File: src/rtl/txq_pkg.sv
package txq_pkg;
  localparam int unsigned CTRL_W    = 16;
  localparam int unsigned WM_LSB    = 13;
  localparam int unsigned FREE_LSB  = 8;
  localparam int unsigned BIT_EN    = 0;
  localparam int unsigned BIT_DMA   = 1;
  localparam int unsigned BIT_OVF   = 2;
  localparam int unsigned BIT_CFG   = 3;
  localparam int unsigned BIT_FLUSH = 4;

  typedef enum logic [2:0] {
    WM_ALL   = 3'b000,
    WM_RSV_A = 3'b001,
    WM_RSV_B = 3'b010,
    WM_RSV_C = 3'b011,
    WM_3Q    = 3'b100,
    WM_HALF  = 3'b101,
    WM_1Q    = 3'b110,
    WM_ONE   = 3'b111
  } wm_code_e;

  function automatic logic code_reserved(input logic [2:0] c);
    return (c == WM_RSV_A) || (c == WM_RSV_B) || (c == WM_RSV_C);
  endfunction

  function automatic logic code_unsafe(input logic [2:0] c, input logic dma);
    return code_reserved(c) || (dma && c == WM_ONE);
  endfunction

  // free slots needed to raise the request
  function automatic int wm_threshold(input logic [2:0] c, input int depth);
    case (c)
      WM_3Q:   return (depth * 3) / 4;
      WM_HALF: return depth / 2;
      WM_1Q:   return depth / 4;
      WM_ONE:  return 1;
      default: return depth;
    endcase
  endfunction
endpackage

File: src/rtl/txq_store.sv
module txq_store #(
  parameter int DW    = 8,
  parameter int DEPTH = 16,
  localparam int AW   = (DEPTH > 1) ? $clog2(DEPTH) : 1,
  localparam int CW   = $clog2(DEPTH + 1)
) (
  input  logic          clk,
  input  logic          rst_n,
  input  logic          flush,
  input  logic          push_req,
  input  logic          pop_req,
  input  logic [DW-1:0] wr_data,
  output logic [DW-1:0] rd_data,
  output logic [CW-1:0] level,
  output logic          full,
  output logic          empty,
  output logic          push_drop
);
  logic [DW-1:0] mem [DEPTH];
  logic [AW-1:0] wp, rp;
  logic          push_ok, pop_ok;

  function automatic logic [AW-1:0] bump(input logic [AW-1:0] p);
    return (p == AW'(DEPTH - 1)) ? '0 : p + 1'b1;
  endfunction

  assign full      = (level == CW'(DEPTH));
  assign empty     = (level == '0);
  assign push_ok   = push_req && !full && !flush;
  assign pop_ok    = pop_req && !empty && !flush;
  assign push_drop = push_req && full && !flush;
  assign rd_data   = mem[rp];

  always_ff @(posedge clk) begin
    if (push_ok) mem[wp] <= wr_data;
  end

  always_ff @(posedge clk) begin
    if (!rst_n || flush) begin
      wp    <= '0;
      rp    <= '0;
      level <= '0;
    end else begin
      if (push_ok) wp <= bump(wp);
      if (pop_ok)  rp <= bump(rp);
      case ({push_ok, pop_ok})
        2'b10:   level <= level + 1'b1;
        2'b01:   level <= level - 1'b1;
        default: level <= level;
      endcase
    end
  end

  assert_level_bound_R1: assert property (@(posedge clk) disable iff (!rst_n)
    level <= CW'(DEPTH));
  assert_drop_keeps_full_R3: assert property (@(posedge clk) disable iff (!rst_n)
    (push_drop && !pop_req) |=> full);
  assert_pair_stable_R8: assert property (@(posedge clk) disable iff (!rst_n)
    (push_req && pop_req && !full && !empty && !flush) |=> $stable(level));
  assert_flush_empties_R9: assert property (@(posedge clk) disable iff (!rst_n)
    flush |=> empty);
endmodule

File: src/rtl/txq_regs.sv
module txq_regs #(
  parameter int DEPTH = 16,
  localparam int CW   = $clog2(DEPTH + 1)
) (
  input  logic        clk,
  input  logic        rst_n,
  input  logic        reg_wr,
  input  logic [15:0] reg_wdata,
  input  logic [CW-1:0] free_slots,
  input  logic        push_drop,
  output logic [15:0] reg_rdata,
  output logic [2:0]  eff_code,
  output logic        req_en,
  output logic        flush_pulse
);
  import txq_pkg::*;

  logic [2:0] wm_code;
  logic       dma_mode, ovf_flag, cfg_flag, cfg_bad;
  logic       clr_ovf, clr_cfg;
  logic       unused_wbits;

  assign unused_wbits = ^reg_wdata[12:5];
  assign cfg_bad      = code_unsafe(wm_code, dma_mode);
  assign eff_code     = cfg_bad ? WM_ALL : wm_code;
  assign flush_pulse  = reg_wr && reg_wdata[BIT_FLUSH];
  assign clr_ovf      = reg_wr && reg_wdata[BIT_OVF];
  assign clr_cfg      = reg_wr && reg_wdata[BIT_CFG];

  always_ff @(posedge clk) begin
    if (!rst_n) begin
      wm_code  <= WM_ALL;
      req_en   <= 1'b0;
      dma_mode <= 1'b0;
      ovf_flag <= 1'b0;
      cfg_flag <= 1'b0;
    end else begin
      if (reg_wr) begin
        wm_code  <= reg_wdata[WM_LSB +: 3];
        req_en   <= reg_wdata[BIT_EN];
        dma_mode <= reg_wdata[BIT_DMA];
      end
      ovf_flag <= (ovf_flag && !clr_ovf) || push_drop;
      cfg_flag <= (cfg_flag && !clr_cfg) || cfg_bad;
    end
  end

  always_comb begin
    reg_rdata                    = '0;
    reg_rdata[WM_LSB +: 3]       = wm_code;
    reg_rdata[FREE_LSB +: 5]     = 5'(free_slots);
    reg_rdata[BIT_CFG]           = cfg_flag;
    reg_rdata[BIT_OVF]           = ovf_flag;
    reg_rdata[BIT_DMA]           = dma_mode;
    reg_rdata[BIT_EN]            = req_en;
  end

  assert_ovf_sets_R3: assert property (@(posedge clk) disable iff (!rst_n)
    push_drop |=> ovf_flag);
  assert_cfg_sets_R5: assert property (@(posedge clk) disable iff (!rst_n)
    cfg_bad |=> cfg_flag);
  assert_dma_guard_R6: assert property (@(posedge clk) disable iff (!rst_n)
    (dma_mode && wm_code == WM_ONE) |-> (eff_code == WM_ALL));
endmodule

File: src/rtl/txq_req.sv
module txq_req #(
  parameter int DEPTH = 16,
  localparam int CW   = $clog2(DEPTH + 1)
) (
  input  logic          clk,
  input  logic          rst_n,
  input  logic [CW-1:0] free_slots,
  input  logic [2:0]    eff_code,
  input  logic          req_en,
  output logic          xfer_req
);
  import txq_pkg::*;

  localparam logic [CW-1:0] ALL_FREE = CW'(DEPTH);
  logic room_ok;

  assign room_ok = int'(free_slots) >= wm_threshold(eff_code, DEPTH);

  always_ff @(posedge clk) begin
    if (!rst_n) xfer_req <= 1'b0;
    else        xfer_req <= req_en && room_ok;
  end

  assert_gate_low_R7: assert property (@(posedge clk) disable iff (!rst_n)
    !req_en |=> !xfer_req);
  assert_empty_requests_R4: assert property (@(posedge clk) disable iff (!rst_n)
    (req_en && free_slots == ALL_FREE) |=> xfer_req);
  assert_full_quiet_R4: assert property (@(posedge clk) disable iff (!rst_n)
    (free_slots == '0) |=> !xfer_req);
endmodule

File: src/rtl/txq_watermark.sv
module txq_watermark #(
  parameter int DW    = 8,
  parameter int DEPTH = 16
) (
  input  logic          clk,
  input  logic          rst_n,
  input  logic          push,
  input  logic [DW-1:0] wr_data,
  input  logic          pop,
  output logic [DW-1:0] rd_data,
  output logic          rd_valid,
  input  logic          reg_wr,
  input  logic [15:0]   reg_wdata,
  output logic [15:0]   reg_rdata,
  output logic          xfer_req
);
  localparam int CW = $clog2(DEPTH + 1);

  logic [CW-1:0] level, free_slots;
  logic          full, empty, push_drop, flush_pulse, req_en;
  logic [2:0]    eff_code;

  assign free_slots = CW'(DEPTH) - level;
  assign rd_valid   = !empty;

  txq_store #(.DW(DW), .DEPTH(DEPTH)) u_store (
    .clk(clk), .rst_n(rst_n), .flush(flush_pulse),
    .push_req(push), .pop_req(pop), .wr_data(wr_data),
    .rd_data(rd_data), .level(level), .full(full), .empty(empty),
    .push_drop(push_drop)
  );

  txq_regs #(.DEPTH(DEPTH)) u_regs (
    .clk(clk), .rst_n(rst_n), .reg_wr(reg_wr), .reg_wdata(reg_wdata),
    .free_slots(free_slots), .push_drop(push_drop), .reg_rdata(reg_rdata),
    .eff_code(eff_code), .req_en(req_en), .flush_pulse(flush_pulse)
  );

  txq_req #(.DEPTH(DEPTH)) u_req (
    .clk(clk), .rst_n(rst_n), .free_slots(free_slots),
    .eff_code(eff_code), .req_en(req_en), .xfer_req(xfer_req)
  );

  assert_valid_tracks_R1: assert property (@(posedge clk) disable iff (!rst_n)
    (push && !full && !flush_pulse) |=> rd_valid);
endmodule

File: config.mk
export PLATFORM = sky130hd
export DESIGN_NAME = txq_watermark
export DESIGN_NICKNAME = d
export VERILOG_FILES = /design/src/rtl/txq_pkg.sv /design/src/rtl/txq_store.sv /design/src/rtl/txq_regs.sv /design/src/rtl/txq_req.sv /design/src/rtl/txq_watermark.sv
export SDC_FILE = /design/constraint.sdc
export NUM_CORES = 1
export LEC_CHECK = 0
export ABC_AREA = 1
export BUFFER_PORTS_ARGS = -buffer_cell sky130_fd_sc_hd__buf_2
export CAP_MARGIN = 20
export CORE_MARGIN = 2
export CORE_UTILIZATION = 52
export DETAILED_ROUTE_END_ITERATION = 10
export PLACE_DENSITY = 0.79
export SETUP_SLACK_MARGIN = 0.2
export SYNTH_ARGS = -nofsm -noshare
export SYNTH_HDL_FRONTEND = slang
export SYNTH_SLANG_ARGS = --single-unit
File: constraint.sdc
create_clock -name clk -period 7.1 [get_ports clk]
set_input_delay 0 -clock clk [delete_from_list [all_inputs] [get_ports clk]]
set_output_delay 0 -clock clk [all_outputs]
set_load 0.1 [all_outputs]
==> results of run 1 <==
cell usage in the layout, fill, tap and decap left out, types with 16 or more instances in the layout:
cell           Yosys  layout
nor2_1            92      92
dfxtp_1           25      24
dlygate4sd3_1      0      22
o21ai_0           32      32
ha_1              16      16
edfxtp_1         128     128
nand3_1           58      58
nand2_1          133     133
buf_2             11      42
o211ai_1          21      21
inv_1             57      57
clkbuf_16          0      17
synth_stat cells (all sizes together):
cell type / n / area, sq um
a21oi: 12 / 60.1
a31oi: 2 / 12.5
buf: 27 / 179
clkbuf: 5 / 18.8
conb: 1 / 3.75
dfxtp: 25 / 500
edfxtp: 128 / 3840
fa: 1 / 20.0
ha: 16 / 200
inv: 59 / 221
nand2: 134 / 505
nand3: 58 / 290
nand4: 2 / 12.5
nor2: 92 / 345
nor3: 4 / 20.0
nor3b: 1 / 7.51
nor4: 1 / 6.26
o211ai: 21 / 158
o21a: 2 / 15.0
o21ai: 39 / 195
or2: 1 / 6.26
xnor2: 4 / 35.0
xor2: 1 / 8.76
cells by family after synthesis:
family                   after synthesis  synth area share
AO/OA/AOI/OAI                         76            0.0661
adder cells (fa/ha/maj)               17            0.0330
flip-flops                           153             0.652
buffers and inverters                 91            0.0629
XOR/XNOR                               5           0.00657
AND/OR/NAND/NOR                      293             0.179
other                                  1          0.000563
per-layer routing:
layer,wire length (microns),global-route usage
met5,0,0
met4,431,0.116
met3,1090,0.0484
met2,7290,0.376
met1,6120,0.284
final timing paths:
path | to | start | slack (ns) | cells past startpoint
worst min register to register | u_store.level[0] | u_store.level[0] | 0.50 | 2
worst min-delay path | u_store.mem[1][7] | wr_data[7] | 0.02 | 1
worst max register to register | u_store.level[4] | u_store.level[0] | 4.31 | 19
worst max-delay path | rd_data[7] | flop | 4.08 | 9
metrics by stage:
stage | cell area, sq um | util | hold WS (ns) | std cells
after global placement | 6910 | 0.550 | 0.222 | 822
after CTS | 7720 | 0.614 | 0.00578 | 876
after detailed placement | 6910 | 0.550 | 0.246 | 822
after floorplan | 6680 | - | 0.0989 | 639
after global routing | 7720 | 0.614 | 0.0141 | 876
final | 7720 | 0.614 | 0.0236 | 876
sequential cells by signal, indices dropped and copies added, names as in the netlist, named ones only:
signal	cells
u_regs.cfg_flag	1
u_regs.dma_mode	1
u_regs.ovf_flag	1
u_regs.req_en	1
u_regs.wm_code	3
u_req.xfer_req	1
u_store.level	5
u_store.mem	128
u_store.rp	4
u_store.wp	4
power breakdown:
group	internal, mW	switching (mW)
registers	0.991	0.0131
logic	0.123	0.431
clock network	0.523	0.376
total	1.64	0.820
area by class of cell:
type | count | area (sq um) | area share
sequential | 153 | 4350 | 0.563
multi-input combinational | 395 | 1910 | 0.248
timing repair buffer | 65 | 438 | 0.0567
clock buffer | 17 | 425 | 0.0551
inverter | 59 | 221 | 0.0287
tap | 172 | 215 | 0.0279
clock inverter | 15 | 163 | 0.0211
worst max-delay path, stage by stage, from the launching register on:
cell and delay, ns:
dfxtp_2 0.31, buf_4 0.63, inv_2 0.56, nand2_1 0.21, nand2_1 0.08, nand2_1 0.07
nand3_1 0.14, nand3_1 0.16, nand2_1 0.07, buf_2 0.29
==> impl_metrics.csv, run 1 <==
group,metric,value,unit
outcome,status,"completed",
synth,synthCells,636,
pwr,vdd_drop_max,293,uV
drt,wl,14900,microns
timing,final-max-slew-violation-count,0,
global_routing,grt_max_degree,86,
floorplanning,die-width,117,microns
floorplanning,num_io_pins,55,
finish,n_fill_cell,941,
finish,nets,737,
finish,n_antenna_cell,0,
synth,ys_seq_area_frac,0.652,
clock_network,ctsHoldBuffers,22,
synth,yosysWarnings,0,
clock_network,clock_path_buffers,2,
global_routing,grt-ovfl-total,0,
drt,remaining_drc_errors,0,
synth,synth_area_per_cell,10.5,sq um
timing,rsz0062_at_grt,"false",
placement,gp_congestion,0.802,
pwr,total_power,2.46,mW
timing,period_share,0.426,
floorplanning,std_cell_rows,41,
drt,firstDrtPassIters,5,
global_routing,grt_pass1_vias,4708,
drt,vias,4839,
timing,worstMarginPinSlew,1.06,ns
drt,ant_nets,0,
clock_network,clock-sinks,153,
worst_setup_path,end_kind,"primary output",
clock_network,cts_tree,"yes",
finish,final_layout_size_suffix_gt1_frac,0.112,
timing,max-slew-margin-rel,0.291,
global_routing,grt_pass1_wl,23000,microns
worst_setup_path,crit_fanout,85,
worst_setup_path,critPathKind,"reg2out",
timing,max_freq,331,MHz
synth,ys_ff_latch,153,
placement,dp_hpwl,8860,microns
synth,yosysUniqueCellTypes,28,
synth,synth_area,0.00667,sq mm
clock_network,clock_latency,0.42,ns
drt,drt-initial-drc-count,688,
floorplanning,dieArea,0.0137,sq mm
timing,fin_crit,3.02,ns
clock_network,cts_setup_buffers,0,
floorplanning,coreArea,0.0126,sq mm
clock_network,htree_levels,4,
drt,routedWlPerCell,17.0,microns
timing,setup_slack,4.08,ns
finish,synthToLayoutAreaGrowth,15.8,%
worst_hold_path,min_path_type,"in2reg",
pwr,p_leak,3.01,nW
pwr,power.density,318,mW/mm^2
worst_setup_path,required,7.10,ns
worst_setup_path,crit_path_start_kind,"flop",
drt,viasPerCell,5.52,
floorplanning,start_util,0.530,
global_routing,gr-usage-all-layers,0.228,
clock_network,path_clk_slew,0.06,ns
worst_setup_path,worst_ep_arrival_time,3.02,ns
timing,setup_violations,0,
timing,hold_viol,0,
placement,dp_slack,4.31,ns
floorplanning,die_y,117,microns
global_routing,antenna_found_initial,0,
run,max-cap-violations,0,
timing,fin_tns_setup,0,ns
clock_network,cts_buffers,17,
placement,portBuffers,42,
timing,skew,0.00969,ns
clock_network,ctsResizeCount,0,
clock_network,cts-root-buf,"clkbuf_16",
(Power assumes the default switching activity.)
==> run 2: changes to the inputs <==
Settings changed: ABC_AREA 1 to 0, PLACE_DENSITY 0.79 to 0.82.
Clock period 7.1 ns to 2.4 ns, I/O delays scaled along.
==> run 2 against run 1 <==
The flow now finishes with violations (setup timing). Flip-flop and latch count did not move. Final area rose by 9.4%. Power rose to 2.7 times the previous value. Hold slack improved by 0.038 ns. Clock power rose to 2.9 times the previous value. Via count fell by 21%. Utilization rose by 8.9 points. Synthesized area fell by 3.8%.
==> impl_metrics.csv, run 2 <==
group,metric,value,unit
pwr,power.density,796,mW/mm^2
placement,gp_congestion,0.782,
clock_network,path_clk_slew,0.06,ns
drt,firstDrtPassIters,4,
floorplanning,die-width,115,microns
pwr,p_leak,2.99,nW
floorplanning,die_y,115,microns
finish,most-common-layout-cells,"edfxtp_1, buf_4, buf_2",
clock_network,htree_levels,4,
synth,yosysUniqueCellTypes,46,
pwr,clkPwrFrac,0.392,
synth,async_flop_share,0,
worst_setup_path,end_kind,"flop",
timing,max_freq,388,MHz
synth,synth_ff_type,"edfxtp_1",
placement,dp_cells,583,
worst_setup_path,rrSetupSlack,-0.18,ns
floorplanning,num_io_pins,55,
finish,reg_top3,"u_store.mem x128, u_store.level x5",
worst_setup_path,path_cells,"inv_4, ha_4, nor3b_4, buf_4, ha_4, clkinvlp_4, and3_4, ha_4, buf_6, ha_4, a21o_1, a21oi_2, nor4bb_1, or3_1",
synth,synth_xor_area_frac,0.00820,
timing,hold_ws,0.0617,ns
finish,final_layout_size_suffix_gt1_frac,0.436,
run,max-cap-violations,0,
worst_setup_path,critPathMaxStageDelay,0.37,ns
drt,routedWlPerCell,21.5,microns
placement,portBuffers,42,
finish,n_fill_cell,714,
finish,synthToLayoutAreaGrowth,31.7,%
global_routing,grt_pass1_vias,4074,
floorplanning,std_cell_rows,40,
outcome,status,"finished with violations",
timing,rsz0062_at_grt,"true",
worst_setup_path,crit_path_start_kind,"flop",
worst_setup_path,crit_path_top_delay_cell,"or3_1",
timing,period_share,1.07,
finish,largest-register,"u_store.mem",
global_routing,grt-ovfl-total,0,
synth,synthMuxAreaShare,0.137,
drt,route.met2.wl,7830,microns
timing,skew,0.00791,ns
finish,largest_reg_flops,128,
drt,wl_met1,5180,microns
clock_network,cts-root-buf,"clkbuf_16",
pwr,p_seq_frac,0.437,
clock_network,cts_buffers,17,
worst_hold_path,min_path_type,"in2reg",
clock_network,clock_path_buffers,2,
timing,fin_crit,2.58,ns
synth,synth_top_family_by_area,"multiplexers",
synth,synth_area_per_cell,16.7,sq um
clock_network,clock-sinks,153,
synth,yosysWarnings,0,
pwr,vdd_drop_max,834,uV
drt,wl,14200,microns
drt,top_layer,"met4",
synth,synth_area_leaders,"edfxtp_1, dfxtp_1, mux4_1",
synth,yosys.area.top_type,"edfxtp_1",
worst_setup_path,crit_fanout,4,
worst_setup_path,required,2.71,ns
floorplanning,coreArea,0.0120,sq mm
drt,viasPerCell,5.79,
finish,nets,547,
synth,synth_top_area_share,0.600,
pwr,total_power,6.72,mW
synth,yosys.area_share.adder,0.0344,
timing,setup_slack,-0.179,ns
floorplanning,dieArea,0.0132,sq mm
synth,synth-compound-area-share,0.0400,
outcome,violations,"setup timing",
finish,final_cells,661,
finish,n_antenna_cell,0,
synth,synth_edf_count,128,
floorplanning,start_util,0.534,
pwr,internal_power,4.88,mW
synth,yosysMostFrequentCell,"edfxtp_1",
synth,ys_seq_area_frac,0.678,
worst_setup_path,worst_ep_arrival_time,2.88,ns
clock_network,cts_tree,"yes",
pwr,combPwrFrac,0.171,
drt,vias,3827,
clock_network,clock_latency,0.42,ns
drt,dr_wl_met3,864,microns
global_routing,grt_pass1_wl,21400,microns
synth,ys_ff_latch,153,
synth,synth_area,0.00641,sq mm
global_routing,grt_max_degree,33,
timing,fin_tns_setup,-0.729,ns
drt,remaining_drc_errors,0,
timing,max-slew-margin-rel,0.356,
timing,final-max-slew-violation-count,0,
global_routing,antenna_found_initial,0,
drt,ant_nets,0,
finish,layout_commonest_cell,"edfxtp_1",
worst_setup_path,path_common_cell,"ha_4",
worst_setup_path,critPathKind,"reg2reg",
timing,hold_viol,0,
global_routing,gr-usage-all-layers,0.225,
placement,dp_hpwl,7820,microns
synth,yosys-top-cells-count,"edfxtp_1, nor2_1, dfxtp_1",
timing,worstMarginPinSlew,0.963,ns
drt,drt-initial-drc-count,347,
pwr,switching_share,0.275,
timing,setup_violations,11,
synth,synthSimpleGateAreaFrac,0.0662,
placement,dp_slack,-0.212,ns
synth,synthCells,384,
pwr,switching_power,1.85,mW
run 2: cell types whose count changed after synthesis, sizes merged, moves of 16 or more:
cell,previous run,this run
a22oi,0,16
inv,59,11
mux4,0,32
nand2,134,25
nand3,58,7
nor2,92,29
o211ai,21,1
o21ai,39,2
run 2: power by group through the flow:
stage	Combinational [mW]	Clock [mW]	Sequential [mW]
after floorplan	0.727	0	3.02
after global placement	0.911	0	2.99
after CTS	1.07	2.66	2.94
after detailed placement	0.935	0	2.99
final	1.15	2.63	2.94
after global routing	1.21	2.78	2.94
run 2: critical path, delay by kind of cell (launching register included):
family | cells | cell delay [ns]
buffers and inverters | 4 | 0.40
AND/OR/NAND/NOR | 4 | 0.86
AO/OA/AOI/OAI | 2 | 0.18
flip-flops | 1 | 0.35
adder cells (fa/ha/maj) | 4 | 0.65
run 2: worst paths after layout:
| kind | startpoint | to | depth (start not counted) |
|---|---|---|---|
| setup / recovery | u_store.level[1] | u_store.level[3] | 14 |
| hold / removal | reg_wr | u_regs.req_en | 3 |
| setup reg to reg | u_store.level[1] | u_store.level[3] | 14 |
| hold reg to reg | u_store.level[4] | u_store.level[4] | 2 |
run 2: kinds of logic after synthesis:
group                    after synthesis
AO/OA/AOI/OAI                         38
other                                  1
AND/OR/NAND/NOR                       90
multiplexers                          41
adder cells (fa/ha/maj)               17
flip-flops                           153
XOR/XNOR                               6
buffers and inverters                 38
run 2: cell type report:
cell class,count,area [sq um],area share
clock buffer,17,425,0.0504
multi-input combinational,196,2170,0.257
inverter,11,50.0,0.00593
sequential,153,4350,0.516
tap,147,184,0.0218
timing repair buffer,122,1100,0.130
clock inverter,15,164,0.0194
run 2: per-layer routing:
metal  up-vias  global-route usage
met5         -                   0
met3        22              0.0611
li1       1716                   -
met4         0              0.0739
met2       165               0.411
met1      1924               0.256
run 2: through the flow:
step,util,area [sq um]
after CTS,0.681,8180
after floorplan,-,6600
after global routing,0.703,8440
after global placement,0.588,7060
final,0.703,8440
after detailed placement,0.588,7060
run 2: timing repair:
item | CTS | global route
pin swaps | 17 | 15
buffers inserted | 13 | 8
setup endpoints to repair | 12 | 141
hold buffers | 22 | 0
hold endpoints to repair | 137 | 0
cloned | 2 | 1
gates resized for setup | 56 | 49
